**src/rtl/e1pm_pkg.sv**
```systemverilog
package e1pm_pkg;
  localparam int DATA_W   = 16;
  localparam int ADDR_W   = 4;
  localparam int N_CNT    = 4;
  localparam int IDX_FAS  = 0;
  localparam int IDX_BPV  = 1;
  localparam int IDX_CRC  = 2;
  localparam int IDX_EBIT = 3;
  localparam logic [ADDR_W-1:0] ADDR_SNAP_BASE = 4'd4;
  localparam logic [ADDR_W-1:0] ADDR_OVF       = 4'd8;
endpackage

```
**src/rtl/e1pm_prescaler.sv**
```systemverilog
module e1pm_prescaler #(
  parameter int FRAMES_PER_SEC = 8000
) (
  input  logic clk_i,
  input  logic rst_ni,
  input  logic strobe_i,
  output logic tick_o
);
  localparam int PS_W = $clog2(FRAMES_PER_SEC + 1);
  localparam logic [PS_W-1:0] LAST = PS_W'(FRAMES_PER_SEC - 1);

  logic [PS_W-1:0] cnt_q;

  assign tick_o = strobe_i && (cnt_q == LAST);

  always_ff @(posedge clk_i or negedge rst_ni) begin
    if (!rst_ni)       cnt_q <= '0;
    else if (tick_o)   cnt_q <= '0;
    else if (strobe_i) cnt_q <= cnt_q + 1'b1;
  end

  assert_prescale_range_R7: assert property (@(posedge clk_i) disable iff (!rst_ni)
    cnt_q <= LAST);
  assert_prescale_hold_R7: assert property (@(posedge clk_i) disable iff (!rst_ni)
    !strobe_i |=> $stable(cnt_q));
endmodule

```
**src/rtl/e1pm_counter.sv**
```systemverilog
module e1pm_counter #(
  parameter int W = 8
) (
  input  logic         clk_i,
  input  logic         rst_ni,
  input  logic         inc_i,
  input  logic         clr_i,
  input  logic         snap_i,
  output logic [W-1:0] cnt_o,
  output logic [W-1:0] snap_o,
  output logic         wrap_now_o,
  output logic         wrap_o,
  output logic         lsb_tgl_o
);
  logic [W-1:0] cnt_q, snap_q, cnt_d;
  logic         wrap_q, tgl_q;

  always_comb begin
    cnt_d = cnt_q;
    if (clr_i)      cnt_d = '0;
    else if (inc_i) cnt_d = cnt_q + 1'b1;
  end

  assign wrap_now_o = inc_i && !clr_i && (cnt_q == {W{1'b1}});

  always_ff @(posedge clk_i or negedge rst_ni) begin
    if (!rst_ni) begin
      cnt_q  <= '0;
      snap_q <= '0;
      wrap_q <= 1'b0;
      tgl_q  <= 1'b0;
    end else begin
      cnt_q  <= cnt_d;
      wrap_q <= wrap_now_o;
      tgl_q  <= cnt_d[0] ^ cnt_q[0];
      if (snap_i) snap_q <= cnt_q;  // pre-event value
    end
  end

  assign cnt_o     = cnt_q;
  assign snap_o    = snap_q;
  assign wrap_o    = wrap_q;
  assign lsb_tgl_o = tgl_q;

  assert_inc_by_one_R2: assert property (@(posedge clk_i) disable iff (!rst_ni)
    inc_i && !clr_i |=> cnt_q == W'($past(cnt_q) + 1'b1));
  assert_clear_wins_R3: assert property (@(posedge clk_i) disable iff (!rst_ni)
    clr_i |=> cnt_q == '0);
  assert_snap_pre_event_R8: assert property (@(posedge clk_i) disable iff (!rst_ni)
    snap_i |=> snap_q == $past(cnt_q));
  assert_snap_hold_R9: assert property (@(posedge clk_i) disable iff (!rst_ni)
    !snap_i |=> $stable(snap_q));
  assert_wrap_zero_R5: assert property (@(posedge clk_i) disable iff (!rst_ni)
    wrap_q |-> cnt_q == '0);
endmodule

```
**src/rtl/e1_perf_counters.sv**
```systemverilog
module e1_perf_counters
  import e1pm_pkg::*;
#(
  parameter int FRAMES_PER_SEC = 8000,
  parameter int FAS_W  = 8,
  parameter int BPV_W  = 16,
  parameter int CRC_W  = 10,
  parameter int EBIT_W = 10
) (
  input  logic              clk_i,
  input  logic              rst_ni,
  input  logic              frame_strobe_i,
  input  logic              fas_err_i,
  input  logic              bpv_err_i,
  input  logic              crc_err_i,
  input  logic              ebit_err_i,
  input  logic [ADDR_W-1:0] reg_addr_i,
  input  logic              reg_rd_i,
  input  logic              reg_wr_i,
  output logic [DATA_W-1:0] reg_rdata_o,
  output logic              fas_lsb_irq_o,
  output logic              fas_wrap_irq_o,
  output logic              bpv_wrap_irq_o,
  output logic              sec_irq_o
);
  localparam int CNT_W [N_CNT] = '{FAS_W, BPV_W, CRC_W, EBIT_W};

  logic              tick, sec_q;
  logic [N_CNT-1:0]  inc, clr, wrap_now, wrap, tgl;
  logic [N_CNT-1:0]  ovf_q;
  logic [DATA_W-1:0] live [N_CNT];
  logic [DATA_W-1:0] snap [N_CNT];
  logic              rd_ovf;

  assign inc = {ebit_err_i, crc_err_i, bpv_err_i, fas_err_i};

  e1pm_prescaler #(.FRAMES_PER_SEC(FRAMES_PER_SEC)) u_ps (
    .clk_i(clk_i), .rst_ni(rst_ni), .strobe_i(frame_strobe_i), .tick_o(tick)
  );

  for (genvar g = 0; g < N_CNT; g++) begin : g_cnt
    localparam int W = CNT_W[g];
    logic [W-1:0] lv, sv;
    assign clr[g] = reg_wr_i && (reg_addr_i == ADDR_W'(g));
    e1pm_counter #(.W(W)) u_cnt (
      .clk_i(clk_i), .rst_ni(rst_ni), .inc_i(inc[g]), .clr_i(clr[g]),
      .snap_i(tick), .cnt_o(lv), .snap_o(sv), .wrap_now_o(wrap_now[g]),
      .wrap_o(wrap[g]), .lsb_tgl_o(tgl[g])
    );
    assign live[g] = DATA_W'(lv);
    assign snap[g] = DATA_W'(sv);
  end

  assign rd_ovf = reg_rd_i && (reg_addr_i == ADDR_OVF);

  always_ff @(posedge clk_i or negedge rst_ni) begin
    if (!rst_ni) begin
      ovf_q <= '0;
      sec_q <= 1'b0;
    end else begin
      ovf_q <= (rd_ovf ? '0 : ovf_q) | wrap_now;  // new wrap beats clear
      sec_q <= tick;
    end
  end

  always_comb begin
    reg_rdata_o = '0;
    if (reg_addr_i < ADDR_SNAP_BASE)
      reg_rdata_o = live[reg_addr_i[1:0]];
    else if (reg_addr_i < ADDR_OVF)
      reg_rdata_o = snap[reg_addr_i[1:0]];
    else if (reg_addr_i == ADDR_OVF)
      reg_rdata_o = DATA_W'(ovf_q);
  end

  assign fas_lsb_irq_o  = tgl[IDX_FAS];
  assign fas_wrap_irq_o = wrap[IDX_FAS];
  assign bpv_wrap_irq_o = wrap[IDX_BPV];
  assign sec_irq_o      = sec_q;

  assert_ovf_on_wrap_R6: assert property (@(posedge clk_i) disable iff (!rst_ni)
    (wrap & ~ovf_q) == '0);
  assert_sec_from_strobe_R7: assert property (@(posedge clk_i) disable iff (!rst_ni)
    sec_q |-> $past(frame_strobe_i));
  assert_sec_single_R7: assert property (@(posedge clk_i) disable iff (!rst_ni)
    sec_q |=> !sec_q || FRAMES_PER_SEC == 1);
  assert_ovf_sticky_R6: assert property (@(posedge clk_i) disable iff (!rst_ni)
    !rd_ovf |=> (($past(ovf_q) & ~ovf_q) == '0));
endmodule

```
**config.mk**
```make
export PLATFORM = sky130hd
export DESIGN_NAME = e1_perf_counters
export DESIGN_NICKNAME = d
export VERILOG_FILES = /design/src/rtl/e1pm_pkg.sv /design/src/rtl/e1pm_prescaler.sv /design/src/rtl/e1pm_counter.sv /design/src/rtl/e1_perf_counters.sv
export SDC_FILE = /design/constraint.sdc
export NUM_CORES = 1
export LEC_CHECK = 0
export BUFFER_PORTS_ARGS = -buffer_cell sky130_fd_sc_hd__buf_4
export CORE_MARGIN = 2
export CORE_UTILIZATION = 50
export CTS_BUF_LIST = sky130_fd_sc_hd__clkbuf_16
export CTS_CLUSTER_DIAMETER = 200
export CTS_CLUSTER_SIZE = 10
export DETAILED_ROUTE_END_ITERATION = 10
export PLACE_DENSITY_LB_ADDON = 0.15
export SYNTH_ARGS = -nofsm -noshare
export SYNTH_HDL_FRONTEND = slang
export SYNTH_HIERARCHICAL = 1
export SYNTH_SLANG_ARGS = --single-unit
```
**constraint.sdc**
```tcl
create_clock -name clk_i -period 2.9 [get_ports clk_i]
set_input_delay 0.29 -clock clk_i [delete_from_list [all_inputs] [get_ports clk_i]]
set_output_delay 0.29 -clock clk_i [all_outputs]
set_load 0.05 [all_outputs]
```
# Word-level counts from Yosys, hierarchy flattened
# Index checks and enable logic that the tools add are counted.
[word_totals] regBits=109 inputBits=13 out_inout_bits=20 wordCells=79
[classes] addsub=5 order_cmp=3 n_eq_ne=9 mux=20 bitwise=3 n_reduce_logical=24
[op_table] op="$mux 16" count=8
[op_table] op="$bmux 16 s2" count=2
[op_table] op="$mux 10" count=4
[op_table] op="$mux 13" count=2
[op_table] op="$add 10x1->10 const B" count=2
[op_table] op="$eq 10x10->1 const B" count=2
[op_table] op="$add 16x1->16 const B" count=1
[op_table] op="$eq 16x16->1 const B" count=1
[op_table] op="$mux 8" count=2
[op_table] op="$logic_and 1x1->1" count=14
[op_table] op="$add 13x1->13 const B" count=1
[op_table] op="$eq 13x13->1 const B" count=1
[op_table] op="$reduce_bool 2->1" count=5
[op_table] op="$add 8x1->8 const B" count=1
[op_table] op="$eq 4x2->1 const B" count=2
[op_table] op="$eq 8x8->1 const B" count=1
[op_table] op="$mux 4" count=2
[op_table] op="$eq 4x1->1 const B" count=1
[op_table] op="$eq 4x4->1 const B" count=1
[op_table] op="$logic_not 1->1" count=4
[op_table] op="$logic_not 4->1" count=1
[op_table] op="$lt 4x3->1 const B" count=1
[op_table] op="$lt 4x4->1 const B" count=1
[op_table] op="$or 4x4->4" count=1
[op_table] op="other kinds (3)" count=3

# Logic depth before layout (Yosys ltp)
# Gate-level depths: netlist (run 1).
[depth] ltp_word=6 ltp_mapped=8

# Cells and area by module
# The synthesis (run 1) kept the hierarchy.
[by_module_without_submodules] mod="e1pm_counter at g_cnt[2].u_cnt ..." n_inst=2 cells_each=76 area_each_um2=950.9
[by_module_without_submodules] mod="e1pm_counter at g_cnt[1].u_cnt" n_inst=1 cells_each=127 area_each_um2=1541.5
[by_module_without_submodules] mod="e1_perf_counters" n_inst=1 cells_each=102 area_each_um2=1022.2
[by_module_without_submodules] mod="e1pm_counter at g_cnt[0].u_cnt" n_inst=1 cells_each=59 area_each_um2=750.7
[by_module_without_submodules] mod="e1pm_prescaler" n_inst=1 cells_each=66 area_each_um2=660.6

# Worst setup path before layout (run 1)
# OpenSTA, ideal clock, no wires.
[synth_timing] path_type="input port to output port" from="input reg_addr_i[0]" to="output reg_rdata_o[3]" arrival_time_ns=2.065 required_ns=2.610 path_slack_ns=0.545 stages=5 path_buffers=2 cell_sequence="buf_6 > buf_4 > mux2_2 > o22ai_1 > o31ai_1"
[synth_between] elab_chain_cells=6 word_cells_on_any_way=13 classes_between="order compare (2); eq/ne (1); mux (9); bitwise (1)"
[synth_lines] item="start, declared" line_no="e1_perf_counters.sv:17" source="input logic [ADDR_W-1:0] reg_addr_i,"
[synth_lines] item="$not 2->3 (implied by the code)" line_no="e1_perf_counters.sv:69, e1_perf_counters.sv:71"
[synth_lines] item="$bmux 16 s2" line_no="e1_perf_counters.sv:71" source="reg_rdata_o = snap[reg_addr_i[1:0]];"
[synth_lines] item="$mux 16 (implied by the code) (2 in a row)" line_no="e1_perf_counters.sv:71"
[synth_lines] item="$mux 16" line_no="e1_perf_counters.sv:70" source="else if (reg_addr_i < ADDR_OVF)"
[synth_lines] item="$mux 16 (*)" line_no="e1_perf_counters.sv:68" source="if (reg_addr_i < ADDR_SNAP_BASE)"
[synth_lines] item="end, declared" line_no="e1_perf_counters.sv:20" source="output logic [DATA_W-1:0] reg_rdata_o,"
# Every way passes the cells marked *; elsewhere a longest branch is shown, timed or not. The select of a mux whose other input is x is not followed.

# Final worst setup path (run 1)
[layout_timing] from="register u_ps.cnt_q[0]" to="register g_cnt[0].u_cnt.snap_q[4]"
[layout_between] elab_chain_cells=2
[layout_lines] item="start, declared" line_no="e1pm_prescaler.sv:12" source="logic [PS_W-1:0] cnt_q;"
[layout_lines] item="start signal, assigned" line_no="e1pm_prescaler.sv:19" source="else if (strobe_i) cnt_q <= cnt_q + 1'b1;"
[layout_lines] item="$eq 13x13->1" line_no="e1pm_prescaler.sv:14" source="assign tick_o = strobe_i && (cnt_q == LAST);"
[layout_lines] item="$logic_and 1x1->1" line_no="e1pm_prescaler.sv:14"
[layout_lines] item="net tick" line_no="e1_perf_counters.sv:28" source="logic tick, sec_q;"
[layout_lines] item="end signal, assigned" line_no="e1pm_counter.sv:36" source="if (snap_i) snap_q <= cnt_q;"
[layout_lines] item="end, declared" line_no="e1pm_counter.sv:15" source="logic [W-1:0] cnt_q, snap_q, cnt_d;"
# The timed path passes the listed nets, and every way through them passes these cells.
# A chain may end at the register's enable or synchronous reset.

==> results of run 1 <==
final cells by class:
class / instances / area, sq um
clock buffer: 9 / 225
clock inverter: 6 / 23.8
fill: 951 / 4950
inverter: 9 / 33.8
multi-input combinational: 356 / 2810
sequential: 109 / 2730
tap: 143 / 179
timing repair buffer: 39 / 318
flip-flops by register name, summed over array words and instances (netlist names):
signal / count
sec_irq_o: 1
g_cnt.u_cnt/lsb_tgl_o: 1
g_cnt.u_cnt/snap_o: 44
u_ps/cnt_q: 13
g_cnt.u_cnt/cnt_o: 44
g_cnt.u_cnt/wrap_o: 2
ovf_q: 4
placed cells by master (no fill, tap or decap), types with 10 or more instances in the layout:
| cell | n |
|---|---|
| xnor2_1 | 11 |
| inv_1 | 11 |
| nand2_1 | 28 |
| dfrtp_1 | 109 |
| mux2i_1 | 16 |
| a21oi_1 | 18 |
| nand4_1 | 12 |
| nor4_1 | 12 |
| nand3_1 | 16 |
| xor2_1 | 10 |
| o31ai_1 | 12 |
| mux2_2 | 74 |
| nor2_1 | 44 |
| buf_4 | 37 |
worst max-delay path by stage:
stage / startpoint / endpoint / slack (ns) / cells past startpoint
floorplan: reg_addr_i[0] / reg_rdata_o[3] / 0.54 / 5
global placement: reg_addr_i[0] / ovf_q[1]$_DFF_PN0_ / 0.71 / 6
detailed placement: u_ps/cnt_q[0]$_DFFE_PN0P_ / g_cnt[2].u_cnt/snap_o[7]$_DFFE_PN0P_ / 0.71 / 5
CTS: u_ps/cnt_q[0]$_DFFE_PN0P_ / g_cnt[2].u_cnt/snap_o[7]$_DFFE_PN0P_ / 0.68 / 5
global route: u_ps/cnt_q[1]$_DFFE_PN0P_ / g_cnt[3].u_cnt/snap_o[8]$_DFFE_PN0P_ / 0.54 / 5
finish: u_ps/cnt_q[0]$_DFFE_PN0P_ / g_cnt[0].u_cnt/snap_o[4]$_DFFE_PN0P_ / 0.69 / 5
power groups by stage:
| stage | clock network [mW] | logic (mW) | registers (mW) |
|---|---|---|---|
| final | 1.08 | 0.742 | 2.06 |
| after global routing | 1.18 | 0.835 | 2.10 |
| after CTS | 1.12 | 0.746 | 2.06 |
| after detailed placement | 0 | 0.740 | 2.09 |
| after global placement | 0 | 0.707 | 2.07 |
| after floorplan | 0 | 0.558 | 1.99 |
worst max-delay path, delay by kind of cell (launching register included):
family / cells / cell delay [ns]
adders and majority gates: 1 / 0.23
buffers and inverters: 1 / 0.31
muxes: 1 / 0.38
DFF: 1 / 0.39
and+or+nand+nor: 2 / 0.74
layer usage:
layer / vias to the layer above / track usage / wire, microns
met5: - / 0 / 0
met4: 0 / 0.0617 / 116
met3: 8 / 0.0519 / 366
met2: 44 / 0.344 / 6110
met1: 1962 / 0.253 / 5090
li1: 1874 / - / -
==> results.py, run 1 <==
metrics = {
    "status": {
        "status": "finished with violations",
        "violations": "hold timing",
    },
    "placement": {
        "placed_area_sq_um": 6070,
        "gp_congestion": 0.819,
        "pre_cts_ws_ns": 0.709,
        "dp_hpwl_mm": 8.16,
        "io_buffers": 32,
        "dp_cells": 656,
    },
    "cts": {
        "clock_insertion_delay_worst_skew_ns": 0.35,
        "cts_buffers": 9,
        "clockBufferDepth": 2,
        "cts.sinks": 109,
        "clkTransAtPathRegs_ns": 0.07,
        "htree_num_levels": 3,
        "hold_buffers": 0,
        "clockRootBuffer": "clkbuf_16",
        "cts_tree": "done",
        "post_cts_buffers": 0,
        "cts_resized": 0,
    },
    "worst_setup_path": {
        "worst_r2r_startpoint": "u_ps/cnt_q[0]$_DFFE_PN0P_",
        "path_class": "reg2reg",
        "rrSetupSlack_ns": 0.69,
        "worstPathArrival_ns": 2.45,
        "r2r_cells": 5,
        "crit_fanout": 47,
        "worstReg2RegEnd": "g_cnt[0].u_cnt/snap_o[4]$_DFFE_PN0P_",
        "crit_required_ns": 3.14,
        "critPathCaptureType": "flip-flop",
        "cpPeakStageDelay_ns": 0.57,
        "slowest_stage": "nor4_4",
        "start_kind": "flip-flop",
        "path_cells": "ha_1 -> nand4_1 -> nor4_4 -> buf_12 -> mux2_2",
    },
    "timing": {
        "fin_skew_ns": 0.00615,
        "maxSlewViolCount": 0,
        "hold_ws_ns": -0.00919,
        "period_minus_slack_ns": 2.21,
        "setup_tns_ns": 0,
        "fmax_mhz": 452,
        "hold_violations": 11,
        "timing.final.ws_setup_ns": 0.687,
        "setup_viol": 0,
        "grt_setup_unrepaired": "no",
        "worstMarginPinSlew_ns": 0.719,
        "relSlewSlack": 0.517,
        "finalCritPeriodShare": 0.763,
    },
    "grt": {
        "gr-usage-all-layers": 0.201,
        "grt_pass1_vias": 3887,
        "antenna_found_initial": 0,
        "grt_pass1_wl_mm": 19.7,
        "grt_max_degree": 57,
        "gr-total-overflow": 0,
    },
    "layout": {
        "final_area_sq_um": 6320,
        "utilization": 0.560,
        "fin_cells": 671,
        "antenna_cells": 0,
        "layout.nets": 542,
        "area_growth_pct": 10.5,
        "final_layout_size_suffix_gt1_frac": 0.275,
    },
    "die": {
        "die-area_sq_um": 12300,
        "io_pins": 33,
        "die_h_microns": 111,
        "num_rows": 39,
        "floorplan.die.width_microns": 111,
        "start_util": 0.507,
        "core_area_sq_um": 11300,
    },
    "drt": {
        "vias_per_cell": 5.79,
        "drt_iter0_drc": 275,
        "num_vias": 3888,
        "wl_per_cell_microns": 17.4,
        "drc": 0,
        "ant_nets": 0,
        "drt_wl_total_mm": 11.7,
        "dr.pass1.iters": 4,
    },
    "power_and_ir_drop": {
        "pwr-share-seq": 0.530,
        "p_leak_nw": 2.84,
        "netSwitchingFraction": 0.331,
        "clock_power_share": 0.279,
        "internal-power_mw": 2.60,
        "irDropWorstVdd_mv": 0.669,
        "combinationalPowerShare": 0.191,
        "finalPower_mw": 3.88,
        "power.density_nw_per_um2": 614,
        "p_switching_mw": 1.28,
    },
    "logic_synthesis": {
        "yosys_warnings": 6,
        "netlist_instances": 498,
        "netlist_area_sq_um": 5720,
        "synth_nets": 516,
        "syn_avg_cell_area_sq_um": 11.5,
    },
    "worst_hold_path": {
        "hp-class": "in2async",
    },
    "run": {
        "cap_viol_max_count": 0,
    },
}
No activity file was read; power rests on OpenSTA's default activity.
==> inputs of run 2 (changes only) <==
==> constraint.sdc (replaced) <==
create_clock -name clk_i -period 2.1 [get_ports clk_i]
set_input_delay 0.21 -clock clk_i [delete_from_list [all_inputs] [get_ports clk_i]]
set_output_delay 0.21 -clock clk_i [all_outputs]
set_load 0.05 [all_outputs]
==> run 2 against run 1 <==
The run now ends clean. Design area is 5.1% higher. Clock skew is essentially flat. Final cell count up 3.7%. Largest cell class unchanged. Largest power group unchanged.
==> results.py, run 2 (synthesis results as in run 1) <==
metrics = {
    "placement": {
        "io_buffers": 32,
        "gp_congestion": 0.838,
        "dp_cells": 679,
        "dp_hpwl_mm": 8.87,
    },
    "drt": {
        "top_layer": "met4",
        "drt_iter0_drc": 241,
        "drt_wl_total_mm": 12.4,
        "wl_met3_microns": 429,
        "wl_per_cell_microns": 17.8,
        "drc": 0,
        "ant_nets": 0,
        "wl_met2_mm": 6.35,
        "dr.pass1.iters": 5,
        "vias_per_cell": 5.83,
        "met1Wirelength_mm": 5.39,
        "num_vias": 4057,
    },
    "worst_setup_path": {
        "slowest_stage": "mux4_2",
        "crit_fanout": 7,
        "start_kind": "flip-flop",
        "cpPeakStageDelay_ns": 0.44,
        "path_class": "reg2out",
        "crit_required_ns": 1.89,
        "worstPathArrival_ns": 1.83,
        "path_cells": "buf_4 -> mux4_2 -> mux2i_1 -> nor2_1 -> buf_4",
        "critPathMostFrequentCell": "buf_4",
        "r2r_cells": 4,
        "critPathCaptureType": "output port",
        "rrSetupSlack_ns": 0.11,
        "worst_r2r_startpoint": "u_ps/cnt_q[7]$_DFFE_PN0P_",
        "worstReg2RegEnd": "g_cnt[0].u_cnt/snap_o[7]$_DFFE_PN0P_",
    },
    "layout": {
        "final_cell_mix": "dfrtp_1 (109), mux2_2 (65), buf_4 (58)",
        "antenna_cells": 0,
        "final_layout_size_suffix_gt1_frac": 0.324,
        "fillers": 965,
        "area_growth_pct": 16.1,
        "fin_cells": 696,
        "layout.nets": 566,
        "seqCellArea_sq_um": 2730,
        "multi_input_area_sq_um": 2870,
        "final_common_cell": "dfrtp_1",
    },
    "cts": {
        "clockRootBuffer": "clkbuf_16",
        "clockBufferDepth": 2,
        "clkTransAtPathRegs_ns": 0.07,
        "cts_resized": 0,
        "clock_insertion_delay_worst_skew_ns": 0.35,
        "cts_buffers": 9,
        "cts.sinks": 109,
        "htree_num_levels": 3,
        "cts_tree": "done",
    },
    "power_and_ir_drop": {
        "power.density_nw_per_um2": 850,
        "p_leak_nw": 3.00,
        "irDropWorstVdd_mv": 0.705,
    },
    "grt": {
        "grt_pass1_wl_mm": 20.9,
        "gr-total-overflow": 0,
        "gr-usage-all-layers": 0.213,
        "grt_max_degree": 48,
        "grt_pass1_vias": 4180,
        "antenna_found_initial": 0,
    },
    "timing": {
        "fmax_mhz": 491,
        "grt_setup_unrepaired": "no",
        "setup_tns_ns": 0,
        "fin_skew_ns": 0.00635,
        "setup_viol": 0,
        "period_minus_slack_ns": 2.04,
        "maxSlewViolCount": 0,
        "hold_violations": 0,
        "relSlewSlack": 0.456,
        "worstMarginPinSlew_ns": 0.808,
        "finalCritPeriodShare": 0.969,
    },
    "worst_hold_path": {
        "hold-path-endpoint": "u_ps/cnt_q[0]$_DFFE_PN0P_",
        "hp-class": "in2reg",
        "min_from": "frame_strobe_i",
        "holdPathStages": 2,
    },
    "run": {
        "cap_viol_max_count": 0,
    },
    "die": {
        "floorplan.die.width_microns": 111,
        "num_rows": 39,
        "die_h_microns": 111,
        "die-area_sq_um": 12300,
        "start_util": 0.507,
        "io_pins": 33,
        "core_area_sq_um": 11300,
    },
    "status": {
        "status": "complete, no violations",
    },
}
==> run 2: changes by cell type in the layout (fill, tap and decap cells not counted), sizes merged <==
cell         previous run  this run
bufinv                  0         1
clkinv                  4         5
buf                    39        62
inv                    11         9
clkinvlp                0         1
dlygate4sd3             0         1
==> run 2: cell type report <==
| type | count | area share |
|---|---|---|
| clock buffers | 9 | 0.0339 |
| clock inverters | 7 | 0.0115 |
| inverters | 9 | 0.00509 |
| multi-input cells | 356 | 0.433 |
| flip-flops and latches | 109 | 0.411 |
| well taps | 143 | 0.0269 |
| repair buffers | 63 | 0.0791 |
==> run 2: worst max path at each step <==
| stage | from | end | slack [ns] | cells after the start |
|---|---|---|---|---|
| 2_1_floorplan | u_ps/cnt_q[7]$_DFFE_PN0P_ | g_cnt[2].u_cnt/snap_o[0]$_DFFE_PN0P_ | -0.06 | 4 |
| 3_3_place_gp | u_ps/cnt_q[7]$_DFFE_PN0P_ | g_cnt[2].u_cnt/snap_o[8]$_DFFE_PN0P_ | 0.17 | 4 |
| 3_5_place_dp | u_ps/cnt_q[7]$_DFFE_PN0P_ | g_cnt[3].u_cnt/snap_o[2]$_DFFE_PN0P_ | 0.12 | 4 |
| 4_1_cts | g_cnt[1].u_cnt/cnt_o[5]$_DFFE_PN0P_ | reg_rdata_o[5] | 0.05 | 5 |
| 5_1_grt | g_cnt[1].u_cnt/cnt_o[5]$_DFFE_PN0P_ | reg_rdata_o[5] | 0.01 | 5 |
| 6_report | g_cnt[1].u_cnt/cnt_o[5]$_DFFE_PN0P_ | reg_rdata_o[5] | 0.06 | 5 |
==> run 2: critical path, delay by kind of cell (launching register included) <==
kind	cells	cell delay (ns)
buf+inv	2	0.36
simple gates	1	0.07
flops	1	0.41
mux	2	0.64
==> run 2: routing by layer <==
metal  track usage  vias up
met2         0.367       72
met5             0        -
met1         0.268     2044
li1              -     1925
met3        0.0508       16
met4        0.0633        0
==> run 2: per-stage QoR <==
| step | power (mW) | hold WS, ns | cell area (sq um) | util | worst slack [ns] |
|---|---|---|---|---|---|
| 3_3_place_gp | 3.93 | 0.231 | 6330 | 0.562 | 0.170 |
| 4_1_cts | 5.71 | 0.0887 | 6640 | 0.589 | 0.0539 |
| 5_1_grt | 6.00 | 0.103 | 6640 | 0.589 | 0.0109 |
| 2_1_floorplan | 3.53 | -0.0856 | 5800 | - | -0.0618 |
| 3_5_place_dp | 3.98 | 0.235 | 6330 | 0.562 | 0.118 |
| 6_report | 5.65 | 0.102 | 6640 | 0.589 | 0.0643 |
==> run 2: timing repair <==
| item | in CTS | in global routing |
|---|---|---|
| endpoints found under the hold margin | 35 | 0 |
| hold buffers | 1 | 0 |
| setup buffers | 0 | 0 |
==> run 2: where the power goes <==
part           total (mW)  leakage [nW]  switching, mW  internal (mW)
registers            2.79          1.47          0.431           2.36
logic                1.15          1.39          0.640          0.515
clock network        1.70         0.143          0.772          0.929
total                5.65          3.00           1.84           3.80
==> inputs of run 3 (changes only) <==
==> constraint.sdc (replaced) <==
create_clock -name clk_i -period 2.4 [get_ports clk_i]
set_input_delay 0.24 -clock clk_i [delete_from_list [all_inputs] [get_ports clk_i]]
set_output_delay 0.24 -clock clk_i [all_outputs]
set_load 0.05 [all_outputs]
==> run 3 against run 2 <==
Worst setup slack improved by 0.33 ns. Global-route usage decreased by 0.14 points. Non-clock buffer count shrank 17. First-iteration DRC count fell by 5.0%. Count of clock-buffer cells in the layout stayed put. Final cell count fell by 2.4%. Via count fell by 2.3%. Die area unchanged. Utilization shrank 2.2 points. Highest routed layer unchanged.
==> results.py, run 3 (synthesis results as in run 1) <==
metrics = {
    "worst_setup_path": {
        "crit_fanout": 7,
        "path_class": "reg2out",
        "worstPathArrival_ns": 1.77,
        "crit_required_ns": 2.16,
        "rrSetupSlack_ns": 0.43,
        "start_kind": "flip-flop",
        "critPathCaptureType": "output port",
    },
    "placement": {
        "gp_congestion": 0.804,
        "placed_area_sq_um": 6110,
        "io_buffers": 32,
        "dp_hpwl_mm": 8.56,
        "dp_cells": 662,
    },
    "layout": {
        "final_layout_size_suffix_gt1_frac": 0.293,
        "final_cell_mix": "dfrtp_1 (109), mux2_2 (74), nor2_1 (44)",
        "antenna_cells": 0,
        "area_growth_pct": 11.8,
        "layout.nets": 549,
        "fillers": 949,
        "utilization": 0.567,
        "fin_cells": 679,
        "final_common_cell": "dfrtp_1",
        "final_area_sq_um": 6390,
    },
    "grt": {
        "gr-usage-all-layers": 0.212,
        "busiest_layer": "met2",
        "met1_usage": 0.276,
        "grt_pass1_wl_mm": 20.8,
        "groute.layer.met2.usage": 0.353,
        "grt_util_met3": 0.0530,
        "gr-total-overflow": 0,
        "grt_max_degree": 55,
        "grt_pass1_vias": 4051,
        "antenna_found_initial": 0,
    },
    "timing": {
        "grt_setup_unrepaired": "no",
        "worstMarginPinSlew_ns": 0.657,
        "fmax_mhz": 498,
        "hold_violations": 0,
        "relSlewSlack": 0.562,
        "finalCritPeriodShare": 0.837,
        "setup_tns_ns": 0,
        "maxSlewViolCount": 0,
        "setup_viol": 0,
        "fin_skew_ns": 0.00658,
        "period_minus_slack_ns": 2.01,
    },
    "die": {
        "die_h_microns": 111,
        "io_pins": 33,
        "num_rows": 39,
        "core_area_sq_um": 11300,
        "floorplan.die.width_microns": 111,
        "start_util": 0.507,
        "die-area_sq_um": 12300,
    },
    "drt": {
        "vias_per_cell": 5.84,
        "wl_per_cell_microns": 17.8,
        "drt_iter0_drc": 229,
        "dr.pass1.iters": 4,
        "ant_nets": 0,
        "num_vias": 3964,
        "drc": 0,
        "drt_wl_total_mm": 12.1,
    },
    "cts": {
        "cts.sinks": 109,
        "cts_buffers": 9,
        "clkTransAtPathRegs_ns": 0.07,
        "clock_insertion_delay_worst_skew_ns": 0.35,
        "cts_tree": "done",
        "htree_num_levels": 3,
        "clockBufferDepth": 2,
        "clockRootBuffer": "clkbuf_16",
        "post_cts_buffers": 0,
    },
    "status": {
        "status": "complete, no violations",
    },
    "run": {
        "cap_viol_max_count": 0,
    },
    "power_and_ir_drop": {
        "p_leak_nw": 2.87,
        "irDropWorstVdd_mv": 0.453,
        "finalPower_mw": 4.79,
        "power.density_nw_per_um2": 750,
    },
    "worst_hold_path": {
        "hp-class": "in2reg",
    },
}
[run 3: changes by cell type in the layout (fill, tap and decap cells not counted), moves of 2 or more]
| cell | change |
|---|---|
| mux2_4 | -9 |
| clkinv_2 | +4 |
| mux2_2 | +9 |
| clkinvlp_4 | +2 |
| o31ai_1 | +4 |
| buf_4 | -15 |
| clkinv_4 | -4 |
| a211oi_1 | +2 |
| buf_12 | -2 |
| o31ai_2 | -4 |
| a211oi_2 | -2 |
[run 3: stage by stage]
step | hold WS [ns] | worst slack (ns)
after floorplan | -0.0556 | 0.145
after global placement | 0.314 | 0.486
after detailed placement | 0.320 | 0.448
after CTS | 0.124 | 0.376
after global routing | 0.143 | 0.306
final | 0.135 | 0.392
[run 3: per-layer routing]
metal	routed length [microns]	vias to the layer above
met5	0	-
met4	168	0
met3	355	14
met2	6220	56
met1	5360	2004
li1	-	1890
[run 3: worst paths after layout]
check                           depth (start not counted)                                start                                   end
worst max-delay path                                    5  g_cnt[1].u_cnt/cnt_o[5]$_DFFE_PN0P_                        reg_rdata_o[5]
worst min-delay path                                    2                       frame_strobe_i             u_ps/cnt_q[0]$_DFFE_PN0P_
worst max register to register                          5            u_ps/cnt_q[1]$_DFFE_PN0P_  g_cnt[2].u_cnt/snap_o[7]$_DFFE_PN0P_
worst min register to register                          1                   ovf_q[0]$_DFF_PN0_                    ovf_q[0]$_DFF_PN0_
max in group asynchronous                               3                               rst_ni  g_cnt[2].u_cnt/snap_o[2]$_DFFE_PN0P_
min in group asynchronous                               2                               rst_ni             u_ps/cnt_q[2]$_DFFE_PN0P_
[run 3: power by group]
part           switching, mW  internal (mW)  total [mW]
Sequential             0.409           2.06        2.47
Combinational          0.526          0.423       0.949
Clock                  0.671          0.696        1.37
[run 3: cell type report]
cell class / instances / area [sq um] / share of cell area
repair buffers: 46 / 373 / 0.0583
clock inverters: 7 / 42.5 / 0.00666
clock buffers: 9 / 225 / 0.0352
well taps: 143 / 179 / 0.0280
flip-flops and latches: 109 / 2730 / 0.427
multi-input cells: 356 / 2810 / 0.440
inverters: 9 / 33.8 / 0.00529
[run 3: worst max-delay path, stage by stage (launching register included)]
cell,delay [ns]
dfrtp_1,0.41
buf_4,0.18
mux4_2,0.45
mux2i_1,0.14
nor2_1,0.06
buf_4,0.19
[run 3: timing repair]
action	4_1_cts	5_1_grt
endpoints found under the hold margin	47	0
resized for setup	0	0
hold buffers	1	0
